File: src/rtl/pcm_enc_pkg.sv
// Package: shared frame geometry and mode encoding for the PCM encoder.
// Assumes the wide code fills every slot before the alignment slot.
package pcm_enc_pkg;
    localparam int CODE_NARROW = 4;
    localparam int CODE_WIDE   = 7;
    localparam int FRAME_SLOTS = CODE_WIDE + 1;
    localparam int PAD_SLOTS   = CODE_WIDE - CODE_NARROW;

    typedef enum logic {
        MODE_NARROW = 1'b0,
        MODE_WIDE   = 1'b1
    } pcm_mode_e;
endpackage

File: src/rtl/pcm_slot_timer.sv
// Module: pcm_slot_timer
// Counts bit-clock periods within a frame and flags the first and last slot.
// Assumes SLOTS >= 2; synchronous active-low reset clears the count to slot 0.
module pcm_slot_timer #(
    parameter int SLOTS = 8
) (
    input  logic clk,
    input  logic rst_n,
    output logic first_o,
    output logic last_o
);
    localparam int SLOT_W = $clog2(SLOTS);
    localparam logic [SLOT_W-1:0] LAST_SLOT = SLOT_W'(SLOTS - 1);

    logic [SLOT_W-1:0] slot_q;

    // Advance the slot index, wrapping after the last slot.
    always_ff @(posedge clk) begin
        if (!rst_n) begin
            slot_q <= '0;
        end else if (slot_q == LAST_SLOT) begin
            slot_q <= '0;
        end else begin
            slot_q <= slot_q + SLOT_W'(1);
        end
    end

    assign first_o = (slot_q == '0);
    assign last_o  = (slot_q == LAST_SLOT);

    // after the last slot the next period is the first slot.
    p_wrap_r1: assert property (@(posedge clk) disable iff (!rst_n)
        last_o |=> first_o);

    // otherwise the index moves up by exactly one.
    p_advance_r1: assert property (@(posedge clk) disable iff (!rst_n)
        !last_o |=> (slot_q == $past(slot_q) + SLOT_W'(1)));
endmodule

File: src/rtl/pcm_quantizer.sv
// Module: pcm_quantizer
// Maps a signed sample to an offset-binary code of CODE_W bits, rounding to
// the nearest level and saturating at the top. Assumes SAMPLE_W > CODE_W.
module pcm_quantizer #(
    parameter int SAMPLE_W = 12,
    parameter int CODE_W   = 4
) (
    input  logic signed [SAMPLE_W-1:0] sample_i,
    output logic        [CODE_W-1:0]   code_o
);
    localparam int SHIFT = SAMPLE_W - CODE_W;
    localparam logic [SAMPLE_W:0] HALF_STEP = (SAMPLE_W + 1)'(1) << (SHIFT - 1);
    localparam logic signed [SAMPLE_W-1:0] MOST_NEG = {1'b1, {(SAMPLE_W-1){1'b0}}};
    localparam logic signed [SAMPLE_W-1:0] MOST_POS = {1'b0, {(SAMPLE_W-1){1'b1}}};

    logic [SAMPLE_W:0] biased;
    logic [SAMPLE_W:0] rounded;
    logic [CODE_W:0]   level;

    // Offset-binary conversion, rounding and saturation.
    always_comb begin
        biased  = {1'b0, ~sample_i[SAMPLE_W-1], sample_i[SAMPLE_W-2:0]};
        rounded = biased + HALF_STEP;
        level   = (CODE_W + 1)'(rounded >> SHIFT);
        code_o  = level[CODE_W] ? {CODE_W{1'b1}} : level[CODE_W-1:0];
    end

    // the ends of the input range land on the ends of the code range.
    always_comb begin
        if (sample_i == MOST_NEG) begin
            p_floor_r5: assert (code_o == '0);
        end
        if (sample_i == MOST_POS) begin
            p_saturate_r6: assert (code_o == {CODE_W{1'b1}});
        end
    end
endmodule

File: src/rtl/pcm_frame_shifter.sv
// Module: pcm_frame_shifter
// Builds the frame word at the first slot from the selected code, shifts it out
// MSB first, and ends the frame with the alternating alignment bit and strobe.
// Assumes first_i/last_i come from a slot timer of FRAME_SLOTS periods.
module pcm_frame_shifter
    import pcm_enc_pkg::*;
(
    input  logic                   clk,
    input  logic                   rst_n,
    input  logic                   first_i,
    input  logic                   last_i,
    input  logic                   mode_i,
    input  logic [CODE_NARROW-1:0] code_narrow_i,
    input  logic [CODE_WIDE-1:0]   code_wide_i,
    output logic                   pcm_o,
    output logic                   fs_o
);
    logic [CODE_WIDE-1:0] word;
    logic [CODE_WIDE-1:0] shreg_q;
    logic                 align_q;
    logic                 pcm_q;
    logic                 fs_q;

    // Select the frame payload: wide code, or narrow code behind zero padding.
    always_comb begin
        if (pcm_mode_e'(mode_i) == MODE_WIDE) begin
            word = code_wide_i;
        end else begin
            word = {{PAD_SLOTS{1'b0}}, code_narrow_i};
        end
    end

    // Serialize the payload, then the alignment bit, one slot per clock.
    always_ff @(posedge clk) begin
        if (!rst_n) begin
            shreg_q <= '0;
            align_q <= 1'b1;
            pcm_q   <= 1'b0;
            fs_q    <= 1'b0;
        end else begin
            fs_q <= last_i;
            if (first_i) begin
                pcm_q   <= word[CODE_WIDE-1];
                shreg_q <= word << 1;
            end else if (last_i) begin
                pcm_q   <= align_q;
                align_q <= ~align_q;
            end else begin
                pcm_q   <= shreg_q[CODE_WIDE-1];
                shreg_q <= shreg_q << 1;
            end
        end
    end

    assign pcm_o = pcm_q;
    assign fs_o  = fs_q;

    // the strobe lasts one period.
    p_fs_single_r1: assert property (@(posedge clk) disable iff (!rst_n)
        fs_o |=> !fs_o);

    // strobes repeat every eight periods.
    p_fs_period_r1: assert property (@(posedge clk) disable iff (!rst_n)
        fs_o |-> ##8 fs_o);

    // consecutive alignment bits differ.
    p_align_toggle_r2: assert property (@(posedge clk) disable iff (!rst_n)
        fs_o |-> ##8 (pcm_o != $past(pcm_o, 8)));

    // in wide mode the first slot carries the code MSB.
    p_wide_msb_r3: assert property (@(posedge clk) disable iff (!rst_n)
        (first_i && mode_i) |=> (pcm_o == $past(code_wide_i[CODE_WIDE-1])));

    // in narrow mode the three leading slots are zero.
    p_pad_zero_r4: assert property (@(posedge clk) disable iff (!rst_n)
        (first_i && !mode_i) |=> !pcm_o ##1 !pcm_o ##1 !pcm_o);
endmodule

File: src/rtl/pcm_frame_encoder.sv
// Module: pcm_frame_encoder (top)
// Serial PCM encoder: quantizes a signed sample into 4- or 7-bit offset
// binary, and sends an eight-slot frame ending in an alternating alignment bit
// with a frame-sync strobe. Assumes SAMPLE_W exceeds the wide code width.
module pcm_frame_encoder
    import pcm_enc_pkg::*;
#(
    parameter int SAMPLE_W = 12
) (
    input  logic                       clk,
    input  logic                       rst_n,
    input  logic signed [SAMPLE_W-1:0] sample_i,
    input  logic                       mode_i,
    output logic                       pcm_o,
    output logic                       fs_o
);
    logic                   first_slot;
    logic                   last_slot;
    logic [CODE_NARROW-1:0] code_narrow;
    logic [CODE_WIDE-1:0]   code_wide;

    pcm_slot_timer #(
        .SLOTS(FRAME_SLOTS)
    ) u_timer (
        .clk    (clk),
        .rst_n  (rst_n),
        .first_o(first_slot),
        .last_o (last_slot)
    );

    pcm_quantizer #(
        .SAMPLE_W(SAMPLE_W),
        .CODE_W  (CODE_NARROW)
    ) u_quant_narrow (
        .sample_i(sample_i),
        .code_o  (code_narrow)
    );

    pcm_quantizer #(
        .SAMPLE_W(SAMPLE_W),
        .CODE_W  (CODE_WIDE)
    ) u_quant_wide (
        .sample_i(sample_i),
        .code_o  (code_wide)
    );

    pcm_frame_shifter u_shifter (
        .clk          (clk),
        .rst_n        (rst_n),
        .first_i      (first_slot),
        .last_i       (last_slot),
        .mode_i       (mode_i),
        .code_narrow_i(code_narrow),
        .code_wide_i  (code_wide),
        .pcm_o        (pcm_o),
        .fs_o         (fs_o)
    );
endmodule

File: config.mk
export PLATFORM = sky130hd
export DESIGN_NAME = pcm_frame_encoder
export DESIGN_NICKNAME = d
export VERILOG_FILES = /design/src/rtl/pcm_enc_pkg.sv /design/src/rtl/pcm_slot_timer.sv /design/src/rtl/pcm_quantizer.sv /design/src/rtl/pcm_frame_shifter.sv /design/src/rtl/pcm_frame_encoder.sv
export SDC_FILE = /design/constraint.sdc
export NUM_CORES = 1
export LEC_CHECK = 0
export ABC_CLOCK_PERIOD_IN_PS = 1600
export BUFFER_PORTS_ARGS = -buffer_cell sky130_fd_sc_hd__buf_2
export CORE_MARGIN = 2
export CORE_UTILIZATION = 30
export DETAILED_ROUTE_END_ITERATION = 6
export PLACE_DENSITY_LB_ADDON = 0.25
export SLEW_MARGIN = 15
export SYNTH_ARGS = -nofsm -noshare
export SYNTH_HDL_FRONTEND = slang
export SYNTH_SLANG_ARGS = --single-unit
export TNS_END_PERCENT = 20
File: constraint.sdc
create_clock -name clk -period 1.6 [get_ports clk]
set_input_delay 0.32 -clock clk [delete_from_list [all_inputs] [get_ports clk]]
set_output_delay 0.32 -clock clk [all_outputs]
set_load 0.02 [all_outputs]
==> results of run 1 <==
-- cell type report --
| type | instances | area, µm² |
|---|---|---|
| multi-input combinational | 70 | 515 |
| tap | 30 | 37.5 |
| sequential | 12 | 240 |
| fill | 275 | 1570 |
| clock buffer | 4 | 36.3 |
| inverter | 2 | 7.51 |
| timing repair buffer | 14 | 75.1 |
-- worst register-to-register path: stages (launching register included) --
cell and delay (ns):
dfxtp_1 0.37, ha_1 0.18, ha_2 0.24, buf_4 0.17, mux2i_1 0.19, nor2_1 0.06
o21ai_1 0.11, a31oi_1 0.05
-- final timing paths --
check / to / slack [ns]
max: u_shifter.shreg_q[5]$_SDFFE_PN0N_ / 0.11
min: u_shifter.align_q$_SDFFE_PN1P_ / 0.30
max reg2reg: u_shifter.shreg_q[5]$_SDFFE_PN0N_ / 0.11
min reg2reg: u_timer.slot_q[0]$_SDFF_PP0_ / 0.48
-- cell usage after synthesis, drive strengths merged (2+ instances only) --
cell | count | share of area [%]
a21oi | 4 | 2.5
and2 | 2 | 1.6
and3b | 3 | 3.3
buf | 4 | 3.5
dfxtp | 12 | 31
ha | 5 | 7.9
inv | 2 | 0.95
mux2i | 4 | 5.1
nand2 | 7 | 3.3
nand2b | 2 | 2.5
nand3 | 7 | 4.5
nand4 | 2 | 1.6
nor2 | 2 | 0.95
o211ai | 3 | 2.9
o21ai | 7 | 4.5
o31ai | 2 | 2.5
xor2 | 4 | 4.5
-- where the power goes --
part,switching (mW),leakage [nW],total [mW],internal (mW)
Sequential,0.0126,0.0986,0.337,0.324
Clock,0.114,0.0210,0.252,0.139
Combinational,0.0909,0.270,0.164,0.0733
-- layout by cell type, fill, tap and decap left out, types with 2 or more instances in the layout --
cell type,n
o211ai_1,3
dfxtp_1,12
xor2_1,4
a21oi_1,4
o21ai_0,6
clkbuf_4,3
nand3_1,7
buf_4,2
nand4_1,2
and3b_1,3
mux2i_1,4
nand2_1,7
ha_1,4
nor2_1,2
inv_1,2
buf_2,12
-- flip-flops by register name, indices dropped and copies added, names as in the netlist --
name / cells
u_shifter.shreg_q: 6
u_timer.slot_q: 3
u_shifter.align_q: 1
u_shifter.fs_o: 1
u_shifter.pcm_o: 1
-- routing by layer --
layer	wire, µm	part of all wire [%]	vias up
met4	42	2.5	0
li1	-	-	356
met2	719	43	12
met5	0	0	-
met1	857	52	308
met3	43	2.6	4
-- stage by stage --
step / hold slack, ns / util [%] / area (µm²)
2_1_floorplan: 0.426 / - / 787
3_3_place_gp: 0.447 / 35.2 / 872
3_5_place_dp: 0.461 / 35.2 / 872
4_1_cts: 0.290 / 36.7 / 908
5_1_grt: 0.313 / 36.8 / 912
6_report: 0.304 / 36.8 / 912
-- logic make-up after synthesis --
logic type / count (synthesis) / share of synthesized area, %
XOR/XNOR: 4 / 4.45
AND/OR/NAND/NOR: 33 / 26.9
multiplexers: 5 / 6.52
AO/OA/AOI/OAI: 23 / 19.2
flip-flops: 12 / 30.5
adder cells (fa/ha/maj): 5 / 7.95
buffers and inverters: 6 / 4.45
-- what timing repair did --
action,in CTS,in global routing
setup endpoints to repair,0,3
hold endpoints to repair,0,0
hold buffers,0,0
resized for setup,0,2
setup buffers,0,0
==> run_results.csv, run 1 <==
group,metric,value,unit
setup_path,reg2reg_depth,7,
global_routing,grt_first_pass_wirelength,2.93,mm
floorplanning,die_y,55.2,µm
global_routing,gr-max-usage-layer,"met2",
placed_design,dp_slack,0.0832,ns
floorplanning,rows,18,
synth,synth-async-reset-ratio,0,%
synth,synth_seq_cells,12,
global_routing,globalRoute.totalOverflow,0,
floorplanning,initial_core_util,31.8,%
hold_path,holdPathStages,2,
finish,area_delta_synth_final,15.9,%
placed_design,place_congestion,0.733,
drt,drc,0,
setup_path,critPathKind,"flip-flop to flip-flop",
synth,netlist_area,787,µm²
placed_design,dpl.cell_count,128,
setup_path,worst-path-stages,7,
power_and_ir_drop,power.total,0.753,mW
hold_path,worstHoldStart,"rst_n",
setup_path,endpoint_kind,"flip-flop",
finish,fin_cells,132,
floorplanning,io_pins,17,
timing,setup_viol,0,
timing,maxSlewHeadroom,75.0,%
clock_tree,clkSinkCount,12,
timing,setup_slack,0.114,ns
placed_design,dp_hpwl,1.26,mm
floorplanning,design.die.area,3050,µm²
placed_design,port_buffers,12,
flow_run,drv_cap,0,
setup_path,cp.arrival,1.66,ns
power_and_ir_drop,ir_drop,0.302,mV
timing,timing.fmax,673,MHz
setup_path,crit_buf_inv,1,
drt,avgViaCountPerCell,5.15,
synth,synth-edff-count,0,
synth,synth-main-ff-cell,"dfxtp_1",
drt,vias,680,
clock_tree,cts_tree,"built",
clock_tree,clk_latency,0.28,ns
timing,drv_slew,0,
global_routing,grt_start_max_net_pins,14,
timing,tns,0,ns
clock_tree,cts-root-buf,"clkbuf_4",
setup_path,slowest_delay,0.37,ns
synth,synth_seq_area_share,30.5,%
global_routing,use_met1,16.8,%
timing,rsz0062_at_grt,"false",
setup_path,cp_max_fo,7,
clock_tree,htree_levels,1,
global_routing,grt_use_total,12.0,%
finish,drive_gt1_share,25.5,%
synth,netlist-cell-type-count,37,
outcome,outcome,"complete, no violations",
global_routing,antenna_found_initial,0,
finish,diodes,0,
drt,ant_nets,0,
setup_path,path_delay_family,"adder cells",
clock_tree,cts_buffers,3,
drt,drt-pass1-iter-count,6,
floorplanning,core_area,2480,µm²
global_routing,grt_pass1_vias,636,
drt,wire_per_inst,12.6,µm
floorplanning,die_x,55.2,µm
global_routing,grt_util_met3,0.703,%
setup_path,slowest_stage,"dfxtp_1",
timing,worstMarginPinSlew,0.366,ns
setup_path,crit_path_start_kind,"flip-flop",
timing,hold_violations,0,
setup_path,worstPathRequired,1.77,ns
clock_tree,cts_buffer_depth,2,
synth,ys_warn_count,0,
drt,routed_wl,1.66,mm
timing,final.setup_skew,0.00342,ns
timing,min_period_over_period,92.9,%
synth,syn_inst,88,
synth,syn_avg_cell_area,8.94,µm²
finish,layout.nets,123,
drt,drt-initial-drc-count,18,
setup_path,reg2reg_from,"u_timer.slot_q[0]$_SDFF_PP0_",
timing,period_minus_slack,1.49,ns
global_routing,grt_use_met2,17.3,%
power_and_ir_drop,powerDensity,826,nW/µm²
synth,syn_nets,108,
setup_path,crit_chain,"ha_1 > ha_2 > buf_4 > mux2i_1 > nor2_1 > o21ai_1 > a31oi_1",
power_and_ir_drop,p_leak,0.390,nW
hold_path,hold_path_class,"input pin to flip-flop",
setup_path,startpoint,"u_timer.slot_q[0]$_SDFF_PP0_",
clock_tree,clk_pin_slew_worst_paths,0.08,ns
(Power assumes the default switching activity.)
==> run 2: changes to the inputs <==
--- a/config.mk
+++ b/config.mk
@@ -5,7 +5,7 @@
 export SDC_FILE = /design/constraint.sdc
 export NUM_CORES = 1
 export LEC_CHECK = 0
-export ABC_CLOCK_PERIOD_IN_PS = 1600
+export ABC_CLOCK_PERIOD_IN_PS = 1190
 export BUFFER_PORTS_ARGS = -buffer_cell sky130_fd_sc_hd__buf_2
 export CORE_MARGIN = 2
 export CORE_UTILIZATION = 30
==> constraint.sdc (replaced) <==
create_clock -name clk -period 1.19 [get_ports clk]
set_input_delay 0.238 -clock clk [delete_from_list [all_inputs] [get_ports clk]]
set_output_delay 0.238 -clock clk [all_outputs]
set_load 0.02 [all_outputs]
==> run_results.csv, run 2 (synthesized netlist as in run 1, its figures left out) <==
group,metric,value,unit
outcome,outcome,"complete, but fails checks",
outcome,violations,"setup timing",
setup_path,endpoint_kind,"flip-flop",
finish,largest_register,"u_shifter.shreg_q",
drt,drt-initial-drc-count,11,
timing,final.setup_skew,0.00406,ns
placed_design,port_buffers,12,
drt,drt-pass1-iter-count,4,
timing,tns,-0.939,ns
drt,wire_per_inst,12.6,µm
global_routing,globalRoute.totalOverflow,0,
timing,period_minus_slack,1.38,ns
drt,drc,0,
finish,top_regs,"u_shifter.shreg_q x6, u_timer.slot_q x3",
clock_tree,cts_tree,"built",
timing,timing.fmax,725,MHz
power_and_ir_drop,powerDensity,1000,nW/µm²
drt,vias,779,
global_routing,grt_use_total,12.8,%
finish,diodes,0,
finish,layout.nets,140,
timing,min_period_over_period,116,%
clock_tree,htree_levels,1,
placed_design,dp_hpwl,1.42,mm
drt,avgViaCountPerCell,5.23,
setup_path,critPathKind,"flip-flop to flip-flop",
timing,maxSlewHeadroom,79.0,%
timing,rsz0062_at_grt,"true",
placed_design,dp_slack,-0.205,ns
global_routing,grt_start_max_net_pins,14,
placed_design,place_congestion,0.735,
hold_path,holdPathStages,2,
global_routing,grt_pass1_vias,737,
floorplanning,die_y,55.2,µm
hold_path,hold_path_class,"input pin to flip-flop",
setup_path,crit_buf_inv,1,
finish,final_area,1100,µm²
finish,final_cell_mix,"19 x buf_4, 12 x buf_2, 10 x dfxtp_1, 7 x nand2_1, 5 x nand3_1",
timing,setup_viol,8,
setup_path,path_delay_family,"adder cells",
finish,final_common_cell,"buf_4",
flow_run,drv_cap,0,
timing,worstMarginPinSlew,0.314,ns
clock_tree,cts-root-buf,"clkbuf_4",
global_routing,antenna_found_initial,0,
floorplanning,io_pins,17,
setup_path,crit_chain,"ha_2 > ha_4 > buf_4 > mux2i_1 > nor2_1 > o21ai_1 > a31oi_1",
power_and_ir_drop,ir_drop,0.426,mV
setup_path,cp_max_fo,5,
clock_tree,cts_buffers,3,
floorplanning,core_area,2480,µm²
setup_path,worst-path-stages,7,
finish,drive_gt1_share,47.9,%
finish,area_delta_synth_final,40.2,%
clock_tree,cts_hold_buf,0,
clock_tree,clkSinkCount,12,
finish,largest_reg_flops,6,
setup_path,worstPathRequired,1.39,ns
floorplanning,rows,18,
setup_path,slowest_delay,0.34,ns
drt,ant_nets,0,
drt,routed_wl,1.87,mm
setup_path,slowest_stage,"dfxtp_2",
power_and_ir_drop,p_leak,0.477,nW
floorplanning,design.die.area,3050,µm²
setup_path,cp.arrival,1.58,ns
clock_tree,clk_pin_slew_worst_paths,0.08,ns
finish,num-fill-cells,276,
setup_path,crit_path_start_kind,"flip-flop",
setup_path,reg2reg_depth,7,
floorplanning,initial_core_util,31.8,%
timing,setup_slack,-0.190,ns
clock_tree,cts_buffer_depth,2,
floorplanning,die_x,55.2,µm
global_routing,grt_first_pass_wirelength,3.20,mm
clock_tree,clk_latency,0.27,ns
placed_design,placed_cell_area,1010,µm²
timing,hold_violations,0,
timing,drv_slew,0,
==> run 2: cell count changes in the layout (fill, tap and decap cells not counted), sizes merged <==
cell,previous run,this run
buf,14,31
==> run 2: layout make-up <==
cell class / count / area, µm² / share of cell area (%)
Timing Repair Buffer: 31 / 203 / 18.4
Inverter: 2 / 7.51 / 0.680
Sequential cell: 12 / 243 / 22.0
Clock buffer: 4 / 36.3 / 3.29
Tap cell: 30 / 37.5 / 3.40
Multi-Input combinational cell: 70 / 577 / 52.3
==> run 2: per-stage QoR <==
stage | std cells | total power, mW | util (%) | hold WS [ns]
after floorplan | 88 | 0.615 | - | 0.380
after global placement | 145 | 0.741 | 40.6 | 0.409
after detailed placement | 145 | 0.748 | 40.6 | 0.413
after CTS | 149 | 1.09 | 43.2 | 0.236
after global routing | 149 | 1.17 | 44.5 | 0.257
final | 149 | 1.11 | 44.5 | 0.251
==> run 2: worst register-to-register path, cell delays in order (launching register included) <==
cell and delay (ns):
dfxtp_2 0.34, ha_2 0.19, ha_4 0.18, buf_4 0.15
mux2i_1 0.11, nor2_1 0.12, o21ai_1 0.07, a31oi_1 0.15
==> run 2: power by group <==
group,switching (mW),internal (mW),leakage (nW),total (mW)
registers,0.0205,0.437,0.0991,0.458
clock network,0.140,0.186,0.0210,0.325
logic,0.152,0.171,0.356,0.323
total,0.312,0.794,0.477,1.11
==> run 2: worst paths after layout <==
kind	to	start	slack, ns
max	u_shifter.shreg_q[5]$_SDFFE_PN0N_	u_timer.slot_q[0]$_SDFF_PP0_	-0.19
min	u_shifter.align_q$_SDFFE_PN1P_	rst_n	0.25
max reg2reg	u_shifter.shreg_q[5]$_SDFFE_PN0N_	u_timer.slot_q[0]$_SDFF_PP0_	-0.19
min reg2reg	u_timer.slot_q[0]$_SDFF_PP0_	u_timer.slot_q[0]$_SDFF_PP0_	0.43
==> run 2: metal layers <==
metal | global-route usage (%) | routed length [µm] | vias up
met5 | 0 | 0 | -
met4 | 5.23 | 22 | 0
met3 | 1.41 | 63 | 2
met2 | 21.9 | 921 | 23
met1 | 16.4 | 863 | 362
li1 | - | - | 392
==> run 2: what timing repair did <==
| item | CTS | global route |
|---|---|---|
| pin swaps | 1 | 3 |
| setup buffers | 0 | 0 |
| gates resized for setup | 7 | 11 |
| setup endpoints to repair | 8 | 8 |
==> run 3: changes to the inputs <==
--- a/config.mk
+++ b/config.mk
@@ -10,6 +10,7 @@
 export CORE_MARGIN = 2
 export CORE_UTILIZATION = 30
 export DETAILED_ROUTE_END_ITERATION = 6
+export MAX_ROUTING_LAYER = met4
 export PLACE_DENSITY_LB_ADDON = 0.25
 export SLEW_MARGIN = 15
 export SYNTH_ARGS = -nofsm -noshare
==> run_results.csv, run 3 (synthesized netlist as in run 1, its figures left out) <==
group,metric,value,unit
setup_path,critPathKind,"flip-flop to flip-flop",
timing,period_minus_slack,1.38,ns
setup_path,cp.arrival,1.58,ns
drt,wire_per_inst,12.4,µm
finish,utilization,44.5,%
finish,top_regs,"u_shifter.shreg_q x6, u_timer.slot_q x3",
finish,layout.nets,140,
timing,hold_violations,0,
global_routing,grt_first_pass_wirelength,3.19,mm
setup_path,cp_max_fo,5,
floorplanning,initial_core_util,31.8,%
power_and_ir_drop,sw_frac_of_total,28.2,%
global_routing,antenna_found_initial,0,
finish,final_cell_mix,"19 x buf_4, 12 x buf_2, 10 x dfxtp_1, 7 x nand2_1, 5 x nand3_1",
placed_design,port_buffers,12,
setup_path,endpoint_kind,"flip-flop",
global_routing,grt_start_max_net_pins,14,
clock_tree,clkSinkCount,12,
finish,area_delta_synth_final,40.2,%
floorplanning,design.die.area,3050,µm²
clock_tree,cts-root-buf,"clkbuf_4",
clock_tree,clk_latency,0.27,ns
setup_path,crit_path_start_kind,"flip-flop",
power_and_ir_drop,internal-power,0.794,mW
setup_path,crit_chain,"ha_2 > ha_4 > buf_4 > mux2i_1 > nor2_1 > o21ai_1 > a31oi_1",
timing,worstMarginPinSlew,0.320,ns
finish,largest_reg_flops,6,
outcome,violations,"setup timing",
global_routing,globalRoute.totalOverflow,0,
hold_path,worstHoldStart,"rst_n",
timing,min_period_over_period,116,%
timing,timing.fmax,725,MHz
timing,tns,-0.942,ns
drt,drc,0,
drt,drt-initial-drc-count,13,
drt,avgViaCountPerCell,5.17,
flow_run,drv_cap,0,
clock_tree,cts_buffers,3,
setup_path,startpoint,"u_timer.slot_q[0]$_SDFF_PP0_",
timing,rsz0062_at_grt,"true",
setup_path,slowest_stage,"dfxtp_2",
hold_path,hold_path_class,"input pin to flip-flop",
setup_path,slowest_delay,0.34,ns
finish,diodes,0,
clock_tree,post-cts-setup-buffers,0,
setup_path,path_delay_family,"adder cells",
finish,drive_gt1_share,47.9,%
floorplanning,die_x,55.2,µm
clock_tree,clk_pin_slew_worst_paths,0.08,ns
drt,ant_nets,0,
drt,drt-pass1-iter-count,4,
setup_path,worstPathRequired,1.39,ns
floorplanning,die_y,55.2,µm
timing,maxSlewHeadroom,78.6,%
power_and_ir_drop,clkPwrFrac,29.4,%
placed_design,place_congestion,0.744,
outcome,outcome,"complete, but fails checks",
floorplanning,io_pins,17,
timing,final.setup_skew,0.00400,ns
global_routing,grt_pass1_vias,737,
power_and_ir_drop,power_switching,0.312,mW
clock_tree,htree_levels,1,
power_and_ir_drop,ir_drop,0.426,mV
power_and_ir_drop,p_comb_share,29.2,%
power_and_ir_drop,powerDensity,1000,nW/µm²
finish,num-fill-cells,276,
power_and_ir_drop,p_leak,0.477,nW
timing,drv_slew,0,
floorplanning,core_area,2480,µm²
setup_path,reg2reg_from,"u_timer.slot_q[0]$_SDFF_PP0_",
placed_design,dp_hpwl,1.42,mm
timing,setup_slack,-0.189,ns
finish,final_common_cell,"buf_4",
global_routing,grt_use_total,13.2,%
drt,vias,770,
power_and_ir_drop,seqPwrFrac,41.4,%
drt,routed_wl,1.85,mm
finish,largest_register,"u_shifter.shreg_q",
clock_tree,cts_buffer_depth,2,
timing,setup_viol,8,
setup_path,crit_buf_inv,1,
clock_tree,cts_tree,"built",
floorplanning,rows,18,
-- run 3: cell counts in the layout (fill, tap and decap cells not counted) --
Identical to the previous run, type by type.
-- run 3: per-layer routing --
layer | global-route usage, % | part of all wire [%] | vias up
met1 | 16.4 | 47 | 355
met4 | 5.23 | 1.2 | 0
met5 | - | 0 | -
met2 | 21.9 | 49 | 20
met3 | 1.41 | 2.8 | 2
li1 | - | - | 393
-- run 3: worst paths after layout --
path / depth (start not counted) / slack, ns / endpoint
max reg2reg: 7 / -0.19 / u_shifter.shreg_q[5]$_SDFFE_PN0N_
max: 7 / -0.19 / u_shifter.shreg_q[5]$_SDFFE_PN0N_
min reg2reg: 1 / 0.43 / u_timer.slot_q[0]$_SDFF_PP0_
min: 2 / 0.25 / u_shifter.align_q$_SDFFE_PN1P_
-- run 3: worst reg2reg max path: cells and delay by family, from the launching register on --
family / cells / cell delay (ns)
multiplexers: 1 / 0.11
adder cells (fa/ha/maj): 2 / 0.37
flip-flops: 1 / 0.34
AND/OR/NAND/NOR: 1 / 0.12
buffers and inverters: 1 / 0.15
AO/OA/AOI/OAI: 2 / 0.22
-- run 3: timing repair --
item | CTS | global route
resized for setup | 7 | 11
gates cloned | 0 | 0
pin swaps | 1 | 3
setup endpoints to repair | 8 | 8
hold buffers | 0 | 0
-- run 3: cell type report --
cell class / instances / area (µm²) / area share (%)
Tap cell: 30 / 37.5 / 3.40
Clock buffer: 4 / 36.3 / 3.29
Inverter: 2 / 7.51 / 0.680
Sequential cell: 12 / 243 / 22.0
Timing Repair Buffer: 31 / 203 / 18.4
Multi-Input combinational cell: 70 / 577 / 52.3
-- run 3: power by group through the flow --
| stage | combinational [mW] | sequential, mW | clock [mW] |
|---|---|---|---|
| after global routing | 0.357 | 0.462 | 0.351 |
| after CTS | 0.303 | 0.454 | 0.335 |
| after global placement | 0.279 | 0.461 | 0 |
| after detailed placement | 0.285 | 0.463 | 0 |
| after floorplan | 0.154 | 0.461 | 0 |
| final | 0.324 | 0.458 | 0.325 |
-- run 3: metrics by stage --
stage / worst slack (ns) / power, mW / hold WS (ns) / instances / cell area [µm²]
global placement: -0.194 / 0.741 / 0.409 / 145 / 1010
global route: -0.283 / 1.17 / 0.257 / 149 / 1100
finish: -0.189 / 1.11 / 0.251 / 149 / 1100
CTS: -0.183 / 1.09 / 0.236 / 149 / 1070
detailed placement: -0.205 / 0.748 / 0.413 / 145 / 1010
floorplan: -0.0788 / 0.615 / 0.380 / 88 / 796
